[src/rtl/tlpRealignPkg.sv]
package tlpRealignPkg;
  localparam int DWORD_W = 32;
  localparam int LANES = 4;
  localparam int BEAT_W = DWORD_W * LANES;
  localparam int LEN_W = 11;
  localparam int CNT_W = 3;
  localparam int SH_W = 3;

  typedef struct packed {
    logic capHdr;
    logic hdr4;
    logic loadPrev;
    logic emit;
    logic flush;
    logic sop;
    logic eop;
    logic [CNT_W-1:0] count;
    logic [SH_W-1:0] shift;
  } strobeT;
endpackage

[src/rtl/tlpRealignCtrl.sv]
module tlpRealignCtrl
  import tlpRealignPkg::*;
(
  input  logic clk,
  input  logic rst,
  input  logic inValid,
  input  logic inSop,
  input  logic inEop,
  input  logic [DWORD_W-1:0] hdrWord0,
  input  logic addrBitLo,
  input  logic addrBitHi,
  output logic inReady,
  output strobeT stb
);
  logic pendFlush, havePrev, firstOut;
  logic [LEN_W-1:0] rem, remAfter, lenNew;
  logic [SH_W-1:0] shReg, shNew;
  logic [CNT_W-1:0] take;
  logic accept, isSop, dataBeat, fmt4, hasPay, a2, emitData, emit;

  assign inReady = !pendFlush;
  assign accept = inValid && inReady;
  assign isSop = accept && inSop;
  assign dataBeat = accept && !inSop;
  assign fmt4 = hdrWord0[29];
  assign hasPay = hdrWord0[30];
  assign lenNew = {hdrWord0[9:0] == 10'd0, hdrWord0[9:0]};
  assign a2 = fmt4 ? addrBitHi : addrBitLo;
  assign shNew = a2 ? (fmt4 ? SH_W'(1) : SH_W'(3)) : SH_W'(4);

  assign emitData = dataBeat && (rem != '0) && (shReg != SH_W'(1) || havePrev);
  assign emit = emitData || pendFlush;
  assign take = (rem > LEN_W'(4)) ? CNT_W'(4) : rem[CNT_W-1:0];
  assign remAfter = rem - (emit ? LEN_W'(take) : '0);

  always_ff @(posedge clk) begin
    if (rst) begin
      pendFlush <= 1'b0;
      havePrev <= 1'b0;
      firstOut <= 1'b0;
      rem <= '0;
      shReg <= SH_W'(4);
    end else if (isSop) begin
      shReg <= shNew;
      rem <= hasPay ? lenNew : '0;
      havePrev <= (shNew == SH_W'(3));
      firstOut <= 1'b1;
      pendFlush <= inEop && hasPay && (shNew == SH_W'(3));
    end else begin
      if (emit) begin
        rem <= remAfter;
        firstOut <= 1'b0;
      end
      if (dataBeat) havePrev <= 1'b1;
      if (pendFlush) pendFlush <= 1'b0;
      else if (dataBeat && inEop) pendFlush <= (remAfter != '0);
    end
  end

  always_comb begin
    stb.capHdr = isSop;
    stb.hdr4 = fmt4;
    stb.loadPrev = accept;
    stb.emit = emit;
    stb.flush = pendFlush;
    stb.sop = firstOut;
    stb.eop = (rem <= LEN_W'(4));
    stb.count = take;
    stb.shift = shReg;
  end
endmodule

[src/rtl/tlpRealignData.sv]
module tlpRealignData
  import tlpRealignPkg::*;
(
  input  logic clk,
  input  logic rst,
  input  logic [BEAT_W-1:0] inData,
  input  strobeT stb,
  output logic hdrValid,
  output logic [BEAT_W-1:0] hdrData,
  output logic hdrIs4Dw,
  output logic plValid,
  output logic plSop,
  output logic plEop,
  output logic [CNT_W-1:0] plCount,
  output logic [BEAT_W-1:0] plData
);
  localparam int WIN_W = 2 * BEAT_W;
  logic [BEAT_W-1:0] prevBeat;
  logic [WIN_W-1:0] window, shifted;

  assign window = stb.flush ? {{BEAT_W{1'b0}}, prevBeat} : {inData, prevBeat};
  assign shifted = window >> {stb.shift, 5'b0};

  always_ff @(posedge clk) begin
    if (rst) begin
      hdrValid <= 1'b0;
      plValid <= 1'b0;
      prevBeat <= '0;
    end else begin
      hdrValid <= stb.capHdr;
      plValid <= stb.emit;
      if (stb.loadPrev) prevBeat <= inData;
    end
  end

  always_ff @(posedge clk) begin
    if (stb.capHdr) begin
      hdrData <= stb.hdr4 ? inData : {{DWORD_W{1'b0}}, inData[BEAT_W-DWORD_W-1:0]};
      hdrIs4Dw <= stb.hdr4;
    end
    if (stb.emit) begin
      plData <= shifted[BEAT_W-1:0];
      plSop <= stb.sop;
      plEop <= stb.eop;
      plCount <= stb.eop ? stb.count : CNT_W'(LANES);
    end
  end
endmodule

[src/rtl/tlpRealign.sv]
module tlpRealign
  import tlpRealignPkg::*;
(
  input  logic clk,
  input  logic rst,
  input  logic [127:0] inData,
  input  logic inValid,
  input  logic inSop,
  input  logic inEop,
  output logic inReady,
  output logic hdrValid,
  output logic [127:0] hdrData,
  output logic hdrIs4Dw,
  output logic plValid,
  output logic plSop,
  output logic plEop,
  output logic [2:0] plCount,
  output logic [127:0] plData
);
  strobeT stb;

  tlpRealignCtrl u_ctrl (
    .clk(clk), .rst(rst), .inValid(inValid), .inSop(inSop), .inEop(inEop),
    .hdrWord0(inData[31:0]), .addrBitLo(inData[66]), .addrBitHi(inData[98]),
    .inReady(inReady), .stb(stb)
  );

  tlpRealignData u_data (
    .clk(clk), .rst(rst), .inData(inData), .stb(stb),
    .hdrValid(hdrValid), .hdrData(hdrData), .hdrIs4Dw(hdrIs4Dw),
    .plValid(plValid), .plSop(plSop), .plEop(plEop),
    .plCount(plCount), .plData(plData)
  );
endmodule


[config.mk]
export PLATFORM = sky130hd
export DESIGN_NAME = tlpRealign
export DESIGN_NICKNAME = d
export VERILOG_FILES = /design/src/rtl/tlpRealignPkg.sv /design/src/rtl/tlpRealignCtrl.sv /design/src/rtl/tlpRealignData.sv /design/src/rtl/tlpRealign.sv
export SDC_FILE = /design/constraint.sdc
export NUM_CORES = 1
export LEC_CHECK = 0
export BUFFER_PORTS_ARGS = -buffer_cell sky130_fd_sc_hd__buf_2
export CORE_MARGIN = 5
export CORE_UTILIZATION = 45
export CTS_CLUSTER_SIZE = 16
export DETAILED_ROUTE_END_ITERATION = 16
export HOLD_SLACK_MARGIN = 0.05
export PLACE_DENSITY = 0.68
export SYNTH_ARGS = -nofsm -noshare
export SYNTH_HDL_FRONTEND = slang
export SYNTH_SLANG_ARGS = --single-unit
[constraint.sdc]
create_clock -name clk -period 4.5 [get_ports clk]
set_clock_uncertainty 0.1 [all_clocks]
set_input_delay 0.675 -clock clk [delete_from_list [all_inputs] [get_ports clk]]
set_output_delay 0.675 -clock clk [all_outputs]
set_load 0.005 [all_outputs]
# Word level (Yosys, flattened, before mapping)
# Index checks and enable logic that the tools add are counted.
# word_totals
reg_bits,409
latch_bits,0
ram_bits,0
rom_bits,0
input_bits,133
out_inout_bits,265
memories,0
# classes
add_sub_neg,1
multipliers,0
div,0
n_lt_le_gt_ge,2
n_eq_ne,2
shifts,1
mux,17
bitwise,0
reduce_logical,17
# op_table
operator,n
2-to-1 mux 256 bit,1
>> shifter 256 x 8 -> 128 bit,1
2-to-1 mux 11 bit,3
2-to-1 mux 30 bit,1
nonzero test 11 bit,2
greater-than comparator 11 x 3 -> 1 bit (second input constant),1
<= comparator 11 x 3 -> 1 bit (second input constant),1
subtractor 11 bit,1
zero test 10 bit,1
2-to-1 mux 3 bit,3
logical AND 1 bit,8
2-to-1 mux 1 bit,8
nonzero test 2 bit,2
equality test 3 x 2 -> 1 bit (second input constant),1
!= test 3 x 1 -> 1 bit (second input constant),1
zero test 1 bit,2
logical OR 1 bit,2
2-to-1 mux 2 bit,1

# Logic depth before layout (Yosys ltp)
# logic_depth
word_depth,12
mapped_depth,12

# Cells and area by module
# A second synthesis with hierarchy kept.
# hier_totals
cells_unflattened,1665
hier_area_um2,19523.7
# by_module_without_submodules
module,instances,cells_per_inst,area_each_um2,seq_area_each_um2
tlpRealignData,1,1510,18325.1,10470.0
tlpRealignCtrl,1,155,1198.6,340.3

# Least setup slack after synthesis
# No wires, ideal clock.
# synth_timing
path_type,input to register
start,input port inValid
end,register u_ctrl.rem[0]
setup_time_ns,0.117
t_arrival_ns,3.178
path_slack_ns,1.105
cell_stages,7
n_path_buf,2
path_cell_list,nor2b_1 -> buf_2 -> nand2_1 -> inv_1 -> buf_2 -> nor2_1 -> a22o_1
# synth_rtl
item,line,text
from (decl),tlpRealign.sv:7,"input logic inValid,"
to (signal assigned),tlpRealignCtrl.sv:45,rem <= hasPay ? lenNew : '0;
to (signal assigned),tlpRealignCtrl.sv:51,rem <= remAfter;
to (decl),tlpRealignCtrl.sv:16,"logic [LEN_W-1:0] rem, remAfter, lenNew;"

# Worst setup path after layout
# layout_timing
start,register u_ctrl.shReg[0]
end,register u_ctrl.rem[10]
# layout_between
elab_chain_cells,8
elab_cells_between_ends,9
# layout_rtl
item,line,text
from (decl),tlpRealignCtrl.sv:17,"logic [SH_W-1:0] shReg, shNew;"
from (signal assigned),tlpRealignCtrl.sv:44,shReg <= shNew;
!= test 3 x 1 -> 1 bit (*),tlpRealignCtrl.sv:31,assign emitData = dataBeat && (rem != '0) && (shReg != SH_W'(1) || havePrev);
logical OR 1 bit (*),tlpRealignCtrl.sv:31,
logical AND 1 bit (*),tlpRealignCtrl.sv:31,
logical OR 1 bit (*),tlpRealignCtrl.sv:32,assign emit = emitData || pendFlush;
2-to-1 mux 3 bit,tlpRealignCtrl.sv:34,assign remAfter = rem - (emit ? LEN_W'(take) : '0);
subtractor 11 bit,tlpRealignCtrl.sv:34,
2-to-1 mux 11 bit,tlpRealignCtrl.sv:50,if (emit) begin
2-to-1 mux 11 bit,tlpRealignCtrl.sv:43,end else if (isSop) begin
# Every way passes the cells marked *; elsewhere a longest branch is shown, timed or not. The select of a mux whose other input is x is not followed.
# A chain may end at the register's enable or synchronous reset.

==> summary.txt <==
Fillers: 3811
# nets final: 2318
Post-DP HPWL: 36600 um
H-tree Lvls: 2
post-CTS setup buffers: 0
CP startpoint kind: flop
max cap viols: 0
worst vdd ir: 0.2879 mV
largest net degree at the start of global routing: 197
Synth Net Count: 2011
delay-heaviest family, CP: simple AND/OR/NAND/NOR gates
worst-margin pin slew: 1089 ps
vias in the first global route: 15.26k
CP Data Arrival Time: 3710 ps
FF+latch count, synth: 408
Die X: 218.1 um
Buf/Inv on CP: 1
Root Buffer: clkbuf_16
Max Slew Vio Count: 0
TritonCTS clock tree: done
Syn Area/Cell: 10.40 um2
post-synthesis sequential area ratio: 0.5531
Final period util: 0.7467
most used cell, CP: and3_1
Synth Flop Type: edfxtp_1
DIE HEIGHT: 218.1 um
dpl cell area: 0.02182 mm2
slowest CP cell: dfxtp_4
Initial Util: 0.4535
Post-route DRC: 0
Critical Path Sink Type: flop
die area: 0.04757 mm2
commonest cells after routing, fill and taps aside: buf_2 (396), nand2_1 (333), edfxtp_1 (261), a21oi_1 (187), o21ai_0 (164)
share of cells above drive strength 1: 0.2720
CTS resizes: 0
setup_tns: 0 ps
Routed Antenna Nets: 0
RSZ-0062 raised after global routing: no
Syn Inst Count: 1874
area delta synth->final: 19.59%
IO Pins: 398
CTS hold repair buffers: 0
Worst-path clk slew: 60 ps
clock sinks: 408
Hold Vio Cnt, Final: 0
FF-to-FF setup slack: 1140 ps
gpl congestion: 0.8671
Max clock buf depth: 3
fmax: 297.6 MHz
async set-reset flop share out of synthesis: 0
crit path cell chain: nor4b_2 > o21ai_4 > and3_1 > ha_1 > inv_1 > fa_1 > a21oi_1 > and3_1 > nor3b_1 > a311o_1 > nor2_1
first-pass GRT wire length: 86990 um
worst-skew pair later-pin latency: 570 ps
leakage: 8.811 nW
Final Setup Violations: 0
post-route minimum period: 3360 ps
commonest non-fill, non-tap cell in the layout: buf_2
critical path type: flop to flop
DRT Wirelength: 56930 um
Remaining Overflow, GRT: 0
synthesized area: 0.01949 mm2
relative slew slack: 0.2743
1st-iter DRT viols: 1297
core area: 0.04298 mm2
Util after Layout: 0.5423
DR vias: 15.68k
GRT Total Usage: 0.2297
CP Max Fanout: 61
P per Cell Area: 416.2 mW/mm2
Port Buf Inserts: 397
Pre-antenna DRT Iters: 5
DR WL/cell: 20.30 um
Distinct cells, synth: 57
Hold Path Class: input port to flop
initial antenna violation count: 2
average vias per placed instance: 5.593
Worst Path Required: 4850 ps
Largest stage delay, worst path: 580 ps
# rows: 76
status: finished clean
Post-synth EDFFs: 261
CTS buffer count: 45
Final Cell Area: 0.02331 mm2
Synth Warn #: 0
[final timing paths]
check | endpoint | startpoint | depth (start not counted)
setup reg to reg | u_ctrl.rem[10] | u_ctrl.shReg[0] | 11
setup / recovery | u_ctrl.rem[10] | u_ctrl.shReg[0] | 11
hold reg to reg | u_data.plSop | u_ctrl.firstOut | 0
hold / removal | u_data.hdrData[23] | inData[23] | 1
[logic make-up after synthesis]
family / after synthesis / share of synthesized area
compound gates: 480 / 0.1374
xor+xnor: 6 / 0.002696
fa+ha+maj: 4 / 0.002953
buf+inv: 199 / 0.04237
flops: 408 / 0.5531
mux: 224 / 0.1397
simple gates: 553 / 0.1218
[per-layer routing]
metal	GRT usage	routed length [um]	vias to the layer above
li1	-	-	7349
met1	0.3071	23900	7624
met2	0.3787	27170	624
met3	0.04156	4286	85
met4	0.08143	1580	0
met5	0	0	-
[cell type report]
cell class | count | area (um2) | share of cell area
clock buffer | 65 | 1292 | 0.05545
tap | 585 | 732.0 | 0.03140
multi-input combinational | 1267 | 7933 | 0.3403
sequential | 408 | 10800 | 0.4632
inverter | 39 | 156.4 | 0.006710
antenna | 2 | 5.005 | 0.0002147
clock inverter | 18 | 193.9 | 0.008321
timing repair buffer | 420 | 2200 | 0.09437
[stage by stage]
step                setup WS (ps)  power (mW)  std cells  hold WS (ps)
floorplan                    1105       5.425       1874         308.6
global placement             1055       6.009       2719         315.8
detailed placement           1052       6.049       2719         317.2
CTS                          1108       9.793       2802         187.6
global route                928.3       10.11       2803         211.2
finish                       1140       9.700       2804         229.0
[Yosys cell counts, types with 35 or more instances]
cell type	count	area [um2]
a21oi_1	187	935.9
and2_1	35	219.0
buf_2	36	180.2
clkbuf_1	105	394.1
dfxtp_1	147	2943
edfxtp_1	261	7838
inv_1	38	142.6
mux2_2	61	686.9
mux2i_1	128	1281
nand2_1	334	1254
nor2_1	127	476.7
o21ai_0	164	820.8
[flip-flops by register name (all words and copies together), names as in the netlist]
register	cells
u_ctrl.firstOut	1
u_ctrl.havePrev	1
u_ctrl.pendFlush	1
u_ctrl.rem	11
u_ctrl.shReg	3
u_data.hdrData	128
u_data.hdrValid	1
u_data.plCount	3
u_data.plData	128
u_data.plEop	1
u_data.plSop	1
u_data.plValid	1
u_data.prevBeat	128
[report_power, final]
part	switching, mW	leakage, nW	internal (mW)
logic	0.908	4.39	0.580
clock network	1.51	0.737	2.22
registers	0.142	3.68	4.34
total	2.56	8.81	7.14
Note: power is estimated with default switching activity, not from simulation.
